### src/rtl/sdst_pkg.sv
package sdst_pkg;
  localparam int unsigned BYTE_W = 8;
  localparam logic [7:0] OFS_STAT_A = 8'h00;
  localparam logic [7:0] OFS_STAT_B = 8'h01;
  localparam logic [7:0] OFS_ENG    = 8'h02;
  localparam logic [7:0] OFS_MASK_A = 8'h04;
  localparam logic [7:0] OFS_MASK_B = 8'h05;
  localparam logic [7:0] OFS_CFG    = 8'h07;
  // sticky bit sets per status byte
  localparam logic [7:0] STICKY_A = 8'hB0;
  localparam logic [7:0] STICKY_B = 8'hFF;
endpackage

### src/rtl/sdst_sync.sv
module sdst_sync #(
  parameter int unsigned W = 3
) (
  input  logic         clk,
  input  logic         rst_n,
  input  logic [W-1:0] raw_i,
  output logic [W-1:0] sync_o
);
  logic [W-1:0] stg1_q, stg2_q;

  always_ff @(posedge clk or negedge rst_n) begin
    if (!rst_n) begin
      stg1_q <= '0;
      stg2_q <= '0;
    end else begin
      stg1_q <= raw_i;
      stg2_q <= stg1_q;
    end
  end

  assign sync_o = stg2_q;
endmodule

### src/rtl/sdst_w1c_byte.sv
module sdst_w1c_byte #(
  parameter int unsigned W = 8,
  parameter logic [W-1:0] STICKY = '1
) (
  input  logic         clk,
  input  logic         rst_n,
  input  logic [W-1:0] set_i,
  input  logic         clr_en,
  input  logic [W-1:0] clr_bits,
  output logic [W-1:0] q_o
);
  logic [W-1:0] q_r, q_n;

  for (genvar b = 0; b < W; b++) begin : g_bit
    if (STICKY[b]) begin : g_sticky
      always_comb begin
        q_n[b] = q_r[b];
        if (clr_en && clr_bits[b]) q_n[b] = 1'b0;
        if (set_i[b])              q_n[b] = 1'b1;
      end
    end else begin : g_none
      always_comb q_n[b] = 1'b0;
    end
  end

  always_ff @(posedge clk or negedge rst_n) begin
    if (!rst_n) q_r <= '0;
    else        q_r <= q_n;
  end

  assign q_o = q_r;

  AST_SET_WINS: assert property (@(posedge clk) disable iff (!rst_n)
    (set_i & STICKY) != '0 |=> (q_o & $past(set_i & STICKY)) == $past(set_i & STICKY));
  AST_W1C_CLEARS: assert property (@(posedge clk) disable iff (!rst_n)
    clr_en && (set_i == '0) |=> (q_o & $past(clr_bits)) == '0);
  AST_STICKY_HOLD: assert property (@(posedge clk) disable iff (!rst_n)
    !clr_en |=> (q_o & $past(q_o)) == $past(q_o));
endmodule

### src/rtl/sdst_cd_select.sv
module sdst_cd_select (
  input  logic clk,
  input  logic rst_n,
  input  logic dat3_s,
  input  logic gpcd_s,
  input  logic use_dat3,
  input  logic use_gpcd,
  input  logic pol_high,
  output logic present_o,
  output logic edge_o
);
  logic dat3_q, gpcd_q;
  logic src_lvl, src_chg, src_ok;

  always_ff @(posedge clk or negedge rst_n) begin
    if (!rst_n) begin
      dat3_q <= 1'b0;
      gpcd_q <= 1'b0;
    end else begin
      dat3_q <= dat3_s;
      gpcd_q <= gpcd_s;
    end
  end

  always_comb begin
    src_ok  = use_dat3 | use_gpcd;
    src_lvl = use_dat3 ? dat3_s : gpcd_s;
    src_chg = use_dat3 ? (dat3_s ^ dat3_q) : (gpcd_s ^ gpcd_q);
    edge_o    = src_ok & src_chg;
    present_o = src_ok & (pol_high ? src_lvl : ~src_lvl);
  end

  AST_NO_SRC_QUIET: assert property (@(posedge clk) disable iff (!rst_n)
    !(use_dat3 || use_gpcd) |-> !present_o && !edge_o);
  AST_EDGE_NEEDS_CHANGE: assert property (@(posedge clk) disable iff (!rst_n)
    edge_o |-> (dat3_s != dat3_q) || (gpcd_s != gpcd_q));
endmodule

### src/rtl/sdst_irq_unit.sv
module sdst_irq_unit
  import sdst_pkg::*;
#(
  parameter int unsigned ADDR_W = 4
) (
  input  logic              clk,
  input  logic              rst_n,
  input  logic              bus_wr,
  input  logic [ADDR_W-1:0] bus_addr,
  input  logic [7:0]        bus_wdata,
  output logic [7:0]        bus_rdata,
  input  logic [7:0]        evt_b,
  input  logic              evt_mblk_done,
  input  logic              evt_blk_done,
  input  logic              cmd_busy,
  input  logic              dat_busy,
  input  logic              pin_wp,
  input  logic              pin_dat3,
  input  logic              pin_gpcd,
  output logic              irq,
  output logic              crc_abort,
  output logic              clk_autogate
);
  localparam int unsigned NPINS = 3;

  logic [NPINS-1:0] pins_s;
  logic wp_s, dat3_s, gpcd_s;
  logic cd_present, cd_edge;

  logic sel_a, sel_b, sel_eng, sel_ma, sel_mb, sel_cfg;
  logic [7:0] sa_q, sb_q, sa_set, stat_a_rd;
  logic [3:0] mask_a_q, mask_a_n;
  logic [6:0] mask_b_q, mask_b_n;
  logic [4:0] cfg_q, cfg_n;
  logic       autogate_q, autogate_n;
  logic       gie;

  sdst_sync #(.W(NPINS)) u_sync (
    .clk(clk), .rst_n(rst_n),
    .raw_i({pin_gpcd, pin_dat3, pin_wp}),
    .sync_o(pins_s)
  );
  assign {gpcd_s, dat3_s, wp_s} = pins_s;

  sdst_cd_select u_cd (
    .clk(clk), .rst_n(rst_n),
    .dat3_s(dat3_s), .gpcd_s(gpcd_s),
    .use_dat3(cfg_q[3]), .use_gpcd(cfg_q[2]), .pol_high(cfg_q[1]),
    .present_o(cd_present), .edge_o(cd_edge)
  );

  always_comb begin
    sel_a   = (bus_addr == ADDR_W'(OFS_STAT_A));
    sel_b   = (bus_addr == ADDR_W'(OFS_STAT_B));
    sel_eng = (bus_addr == ADDR_W'(OFS_ENG));
    sel_ma  = (bus_addr == ADDR_W'(OFS_MASK_A));
    sel_mb  = (bus_addr == ADDR_W'(OFS_MASK_B));
    sel_cfg = (bus_addr == ADDR_W'(OFS_CFG));
  end

  assign sa_set = {cd_edge, 1'b0, evt_blk_done, evt_mblk_done, 4'b0000};

  sdst_w1c_byte #(.W(8), .STICKY(STICKY_A)) u_stat_a (
    .clk(clk), .rst_n(rst_n), .set_i(sa_set),
    .clr_en(bus_wr && sel_a), .clr_bits(bus_wdata), .q_o(sa_q)
  );

  sdst_w1c_byte #(.W(8), .STICKY(STICKY_B)) u_stat_b (
    .clk(clk), .rst_n(rst_n), .set_i(evt_b),
    .clr_en(bus_wr && sel_b), .clr_bits(bus_wdata), .q_o(sb_q)
  );

  // control registers: next-state
  always_comb begin
    mask_a_n   = mask_a_q;
    mask_b_n   = mask_b_q;
    cfg_n      = cfg_q;
    autogate_n = autogate_q;
    if (bus_wr && sel_ma)  mask_a_n   = bus_wdata[7:4];
    if (bus_wr && sel_mb)  mask_b_n   = bus_wdata[7:1];
    if (bus_wr && sel_cfg) cfg_n      = bus_wdata[7:3];
    if (bus_wr && sel_eng) autogate_n = bus_wdata[7];
  end

  always_ff @(posedge clk or negedge rst_n) begin
    if (!rst_n) begin
      mask_a_q   <= '0;
      mask_b_q   <= '0;
      cfg_q      <= '0;
      autogate_q <= 1'b0;
    end else begin
      mask_a_q   <= mask_a_n;
      mask_b_q   <= mask_b_n;
      cfg_q      <= cfg_n;
      autogate_q <= autogate_n;
    end
  end

  assign stat_a_rd = {sa_q[7], cd_present, sa_q[5:4], gpcd_s, dat3_s, wp_s, 1'b0};
  assign gie       = cfg_q[4];

  always_comb begin
    bus_rdata = 8'h00;
    if (sel_a)   bus_rdata = stat_a_rd;
    if (sel_b)   bus_rdata = sb_q;
    if (sel_eng) bus_rdata = {autogate_q, 1'b0, dat_busy, cmd_busy, 4'b0000};
    if (sel_ma)  bus_rdata = {mask_a_q, 4'b0000};
    if (sel_mb)  bus_rdata = {mask_b_q, 1'b0};
    if (sel_cfg) bus_rdata = {cfg_q, 3'b000};
  end

  assign irq = gie && ((|(stat_a_rd[7:4] & mask_a_q)) || (|(sb_q[7:1] & mask_b_q)));
  assign crc_abort    = cfg_q[0];
  assign clk_autogate = autogate_q;

  AST_IRQ_HAS_SOURCE: assert property (@(posedge clk) disable iff (!rst_n)
    irq |-> gie && ((stat_a_rd != 8'h00) || (sb_q != 8'h00)));
  AST_SDIO_NO_IRQ: assert property (@(posedge clk) disable iff (!rst_n)
    (sb_q == 8'h01) && (stat_a_rd[7:4] == 4'h0) |-> !irq);
  AST_CFG_HOLD: assert property (@(posedge clk) disable iff (!rst_n)
    !(bus_wr && sel_cfg) |=> $stable(cfg_q));
endmodule

### config.mk
export PLATFORM = sky130hd
export DESIGN_NAME = sdst_irq_unit
export DESIGN_NICKNAME = d
export VERILOG_FILES = /design/src/rtl/sdst_pkg.sv /design/src/rtl/sdst_sync.sv /design/src/rtl/sdst_w1c_byte.sv /design/src/rtl/sdst_cd_select.sv /design/src/rtl/sdst_irq_unit.sv
export SDC_FILE = /design/constraint.sdc
export NUM_CORES = 1
export LEC_CHECK = 0
export BUFFER_PORTS_ARGS = -buffer_cell sky130_fd_sc_hd__buf_2
export CELL_PAD_IN_SITES_DETAIL_PLACEMENT = 2
export CELL_PAD_IN_SITES_GLOBAL_PLACEMENT = 2
export CORE_AREA = 2 2 75 77
export CTS_CLUSTER_DIAMETER = 80
export DETAILED_ROUTE_END_ITERATION = 7
export DIE_AREA = 0 0 77 79
export PLACE_DENSITY_LB_ADDON = 0.05
export SYNTH_ARGS = -nofsm -noshare
export SYNTH_HDL_FRONTEND = slang
export SYNTH_HIERARCHICAL = 1
export SYNTH_SLANG_ARGS = --single-unit
### constraint.sdc
create_clock -name clk -period 2.75 [get_ports clk]
set_clock_uncertainty 0.15 [all_clocks]
set_input_delay 0.55 -clock clk [delete_from_list [all_inputs] [get_ports clk]]
set_output_delay 0.55 -clock clk [all_outputs]
set_load 0.02 [all_outputs]
Yosys cells after proc, flatten, opt, wreduce, memory -nomap -nowiden
Index checks and enable logic that the tools add are counted.
{"block": "totals", "out_inout_bits": 11, "register_bits": 36}
{"block": "classes", "bitwise_logic": 8, "mux": 31, "n_reduce_logical": 33, "n_eq_ne": 5}
{"op": "$mux W8", "n": 6}
{"op": "$mux W1", "n": 25}
{"op": "$reduce_bool A2 Y1", "n": 11}
{"op": "$logic_and A1 B1 Y1", "n": 18}
{"op": "$eq A4 B3 Y1 const B", "n": 3}
{"op": "$and A7 B7 Y7", "n": 1}
{"op": "$reduce_or A7 Y1", "n": 1}
{"op": "$and A4 B4 Y4", "n": 1}
{"op": "$eq A4 B1 Y1 const B", "n": 1}
{"op": "$eq A4 B2 Y1 const B", "n": 1}
{"op": "$logic_not A4 Y1", "n": 1}
{"op": "$reduce_or A4 Y1", "n": 1}
{"op": "$and A1 B1 Y1", "n": 2}
{"op": "$xor A1 B1 Y1", "n": 2}
{"op": "$logic_or A1 B1 Y1", "n": 1}
{"op": "$not A1 Y1", "n": 1}
{"op": "$or A1 B1 Y1", "n": 1}

Logic depth before layout (Yosys ltp)
{"block": "logic_depth", "word_depth": 10, "mapped_depth": 7, "depth_no_buf": 5}

Hierarchy
Netlist, hierarchy kept.
{"mod": "sdst_irq_unit", "cells_per_inst": 112, "area_each_um2": 1108.6, "instances": 1}
{"mod": "sdst_w1c_byte at u_stat_b", "cells_per_inst": 25, "area_each_um2": 297.8, "instances": 1}
{"mod": "sdst_sync", "cells_per_inst": 6, "area_each_um2": 150.1, "instances": 1}
{"mod": "sdst_w1c_byte at u_stat_a", "cells_per_inst": 15, "area_each_um2": 150.1, "instances": 1}
{"mod": "sdst_cd_select", "cells_per_inst": 12, "area_each_um2": 126.4, "instances": 1}

Worst setup path after synthesis
OpenSTA, ideal clock, no wires.
{"block": "synth_path", "path_kind": "reg2out", "from": "register u_sync.stg2_q[2], in the netlist u_sync/sync_o[2]", "to": "output irq", "path_buffers": 0, "path_stages_with_launch": 6, "required_ns": 2.050, "path_slack_ns": 0.328, "t_arrival_ns": 1.722, "path_cell_list": "dfrtp_1 -> or3b_1 -> a32oi_1 -> a221oi_1 -> and3_1 -> a21boi_0"}
{"block": "synth_between", "elab_chain_cells": 8}
{"element": "start, declared", "line": "sdst_sync.sv:9", "text": "logic [W-1:0] stg1_q, stg2_q;"}
{"element": "start signal, assigned", "line": "sdst_sync.sv:17", "text": "stg2_q <= stg1_q;"}
{"element": "$mux W1 (*)", "line": "sdst_cd_select.sv:27", "text": "src_lvl = use_dat3 ? dat3_s : gpcd_s;"}
{"element": "$not A1 Y1", "line": "sdst_cd_select.sv:30", "text": "present_o = src_ok & (pol_high ? src_lvl : ~src_lvl);"}
{"element": "$mux W1 (*)", "line": "sdst_cd_select.sv:30"}
{"element": "$and A1 B1 Y1 (*)", "line": "sdst_cd_select.sv:30"}
{"element": "net cd_present", "line": "sdst_irq_unit.sv:28", "text": "logic cd_present, cd_edge;"}
{"element": "$and A4 B4 Y4 (*)", "line": "sdst_irq_unit.sv:112", "text": "assign irq = gie && ((|(stat_a_rd[7:4] & mask_a_q)) || (|(sb_q[7:1] & mask_b_q)));"}
{"element": "$reduce_or A4 Y1 (*)", "line": "sdst_irq_unit.sv:112"}
{"element": "$logic_or A1 B1 Y1 (*)", "line": "sdst_irq_unit.sv:112"}
{"element": "$logic_and A1 B1 Y1 (*)", "line": "sdst_irq_unit.sv:112"}
{"element": "end, declared", "line": "sdst_irq_unit.sv:20", "text": "output logic irq,"}
Mark *: on every way through the listed nets, which the timed path passes. The rest lies on a longest branch.

Final worst setup path
{"block": "layout_path", "from": "register cfg_q[3]", "to": "output irq"}
{"block": "layout_between", "elab_chain_cells": 8}
{"element": "start, declared", "line": "sdst_irq_unit.sv:34", "text": "logic [4:0] cfg_q, cfg_n;"}
{"element": "start signal, assigned", "line": "sdst_irq_unit.sv:94", "text": "cfg_q <= cfg_n;"}
{"element": "$mux W1", "line": "sdst_cd_select.sv:27"}
{"element": "$not A1 Y1", "line": "sdst_cd_select.sv:30"}
{"element": "$mux W1", "line": "sdst_cd_select.sv:30"}
{"element": "$and A1 B1 Y1 (*)", "line": "sdst_cd_select.sv:30"}
{"element": "net cd_present", "line": "sdst_irq_unit.sv:28"}
{"element": "$and A4 B4 Y4 (*)", "line": "sdst_irq_unit.sv:112"}
{"element": "$reduce_or A4 Y1 (*)", "line": "sdst_irq_unit.sv:112"}
{"element": "$logic_or A1 B1 Y1 (*)", "line": "sdst_irq_unit.sv:112"}
{"element": "$logic_and A1 B1 Y1 (*)", "line": "sdst_irq_unit.sv:112"}
Marked as above.

==> reports/results.tsv <==
metric	value	unit
status	finished clean	
Via density	5.06	
TNS Setup	0	ns
CTS buffer count	5	
RSZ-0062 raised after global routing	false	
DRT Pass-1 Iters	4	
critical path cell sequence	or3b_1 > a32oi_2 > a221oi_1 > and3_1 > a21boi_2 > buf_4	
DR top layer	met4	
worst slack at placement	0.242	ns
vias in the first global route	1603	
Worst EP arrival	1.94	ns
Hold-fix buffers, CTS	0	
met3 wire length	197	µm
Initial Utilization	33.5	%
Post-Syn Instances	163	
fin nets	241	
critical path class	reg -> out	
Pwr Density	610	mW/mm²
worst vdd ir	0.247	mV
Worst EP required	2.05	ns
antenna diode count	0	
Lkg Pwr	0.975	nW
clk root buf	clkbuf_8	
gpl congestion	0.790	
worst min path class	in -> async	
final hold viol count	0	
Avg WL per Cell	18.4	µm
setup ws final	0.110	ns
met2 WL	2.52	mm
# fillers	625	
Worst-Skew Late Latency	0.28	ns
CTS tree	done	
first-pass GRT wire length	8.63	mm
syn_nets	193	
die height	79	µm
yosys synthesis warning count	6	
# Max-Cap Violations	0	
synthesized cell area	0.00179	mm²
I/O Buffers	40	
DRT Wirelength	5.20	mm
Final Max Tran Viols	0	
H-tree levels	2	
number of DRC markers in iteration 0	53	
via count	1433	
Mean Syn Cell Area	11.0	µm²
Clock Sink Count	36	
Final Power	0.00134	W
global-route usage over all layers	18.8	%
Tightest Pin Transition	0.823	ns
DRC	0	
CP max stage delay	0.45	ns
worst-path fanout max	8	
initial antenna violation count	0	
Die W	77	µm
Antenna Nets Post-Route	0	
CTS Buffer Depth	2	
flip-flop and latch area	902	µm²
Die ar.	0.00608	mm²
GRT overflow	0	
fin crit period	2.64	ns
num ports	41	
largest net degree at the start of global routing	37	
area occupied by multi-input gates	835	µm²
startpoint types	flip-flop	
CP endpoint kind	output port	
Worst-path clk slew	0.08	ns
DRT met1 WL	2.43	mm
slew margin rel.	45.2	%
CORE AREA	0.00534	mm²
final hold slack	0.205	ns
dpl hpwl	4.06	mm
fraction of final layout cells sized beyond drive strength 1	37.0	%
Rows	27	
# setup viols final	0	
top achievable clock speed	379	MHz
final worst-path cycle share	96.0	%
Layout area overhead	23.1	%
Crit-path slowest cell	dfrtp_2	
-- where the power goes --
part | switching (W) | internal [W]
Sequential | 0.0000618 | 0.000598
Clock | 0.000179 | 0.000223
Combinational | 0.000140 | 0.000142
Total | 0.000381 | 0.000963
-- what timing repair did --
action | CTS | global route
setup endpoints to repair | 1 | 1
buffers inserted | 0 | 1
endpoints found under the hold margin | 0 | 0
resized for setup | 3 | 2
-- worst max-delay path: cells and delay by family (launching register included) --
family                 cells  cell delay [ns]
AO/OA/AOI/OAI              3             0.50
buffers and inverters      1             0.16
flip-flops                 1             0.45
AND/OR/NAND/NOR            2             0.55
-- worst paths after layout --
kind | start | end | slack (ns) | cells past startpoint
max in group asynchronous | rst_n | cfg_q[3] | 1.68 | 1
max reg2reg | u_sync/sync_o[2] | u_stat_a/q_o[7] | 1.43 | 4
min in group clk | u_sync/stg1_q[1] | u_sync/sync_o[1] | 0.21 | 0
min reg2reg | u_sync/stg1_q[1] | u_sync/sync_o[1] | 0.21 | 0
max | cfg_q[3] | irq | 0.11 | 6
min | rst_n | mask_b_q[5] | 0.21 | 1
-- flip-flops by register name, indices dropped and copies added, names as in the netlist --
register       cells
cfg_q              5
clk_autogate       1
mask_a_q           4
mask_b_q           7
u_cd/dat3_q        1
u_cd/gpcd_q        1
u_stat_a/q_o       3
u_stat_b/q_o       8
u_sync/stg1_q      3
u_sync/sync_o      3
-- through the flow --
stage               instances  utilization, %  cell area [µm²]
floorplan                 163               -             1790
global placement          275            39.0             2080
detailed placement        275            39.0             2080
CTS                       282            41.0             2190
global route              283            41.2             2200
finish                    283            41.2             2200
-- cell type report --
type,count,area share [%]
Inverter,6,1.02
Tap cell,72,4.09
Multi-Input combinational cell,115,37.9
Sequential cell,36,41.0
Clock buffer,7,4.38
Timing Repair Buffer,47,11.6
-- per-layer routing --
| layer | GRT usage [%] | vias to the layer above |
|---|---|---|
| met2 | 32.3 | 31 |
| met3 | 4.20 | 7 |
| li1 | - | 681 |
| met5 | 0 | - |
| met1 | 24.1 | 714 |
| met4 | 4.82 | 0 |
-- cell usage in the layout, fill, tap and decap left out, types with 3 or more instances in the layout --
cell type / count
inv_1: 5
dfrtp_1: 35
buf_4: 8
clkbuf_8: 7
nand3b_1: 3
a22o_1: 3
a21o_1: 11
nor3_1: 4
mux2_2: 16
a31oi_1: 3
a21oi_1: 3
nand2_1: 21
buf_2: 39
and2_1: 3
o21ai_0: 4
nor2_1: 8
a22oi_1: 6
No activity file was read; power rests on OpenSTA's default activity.
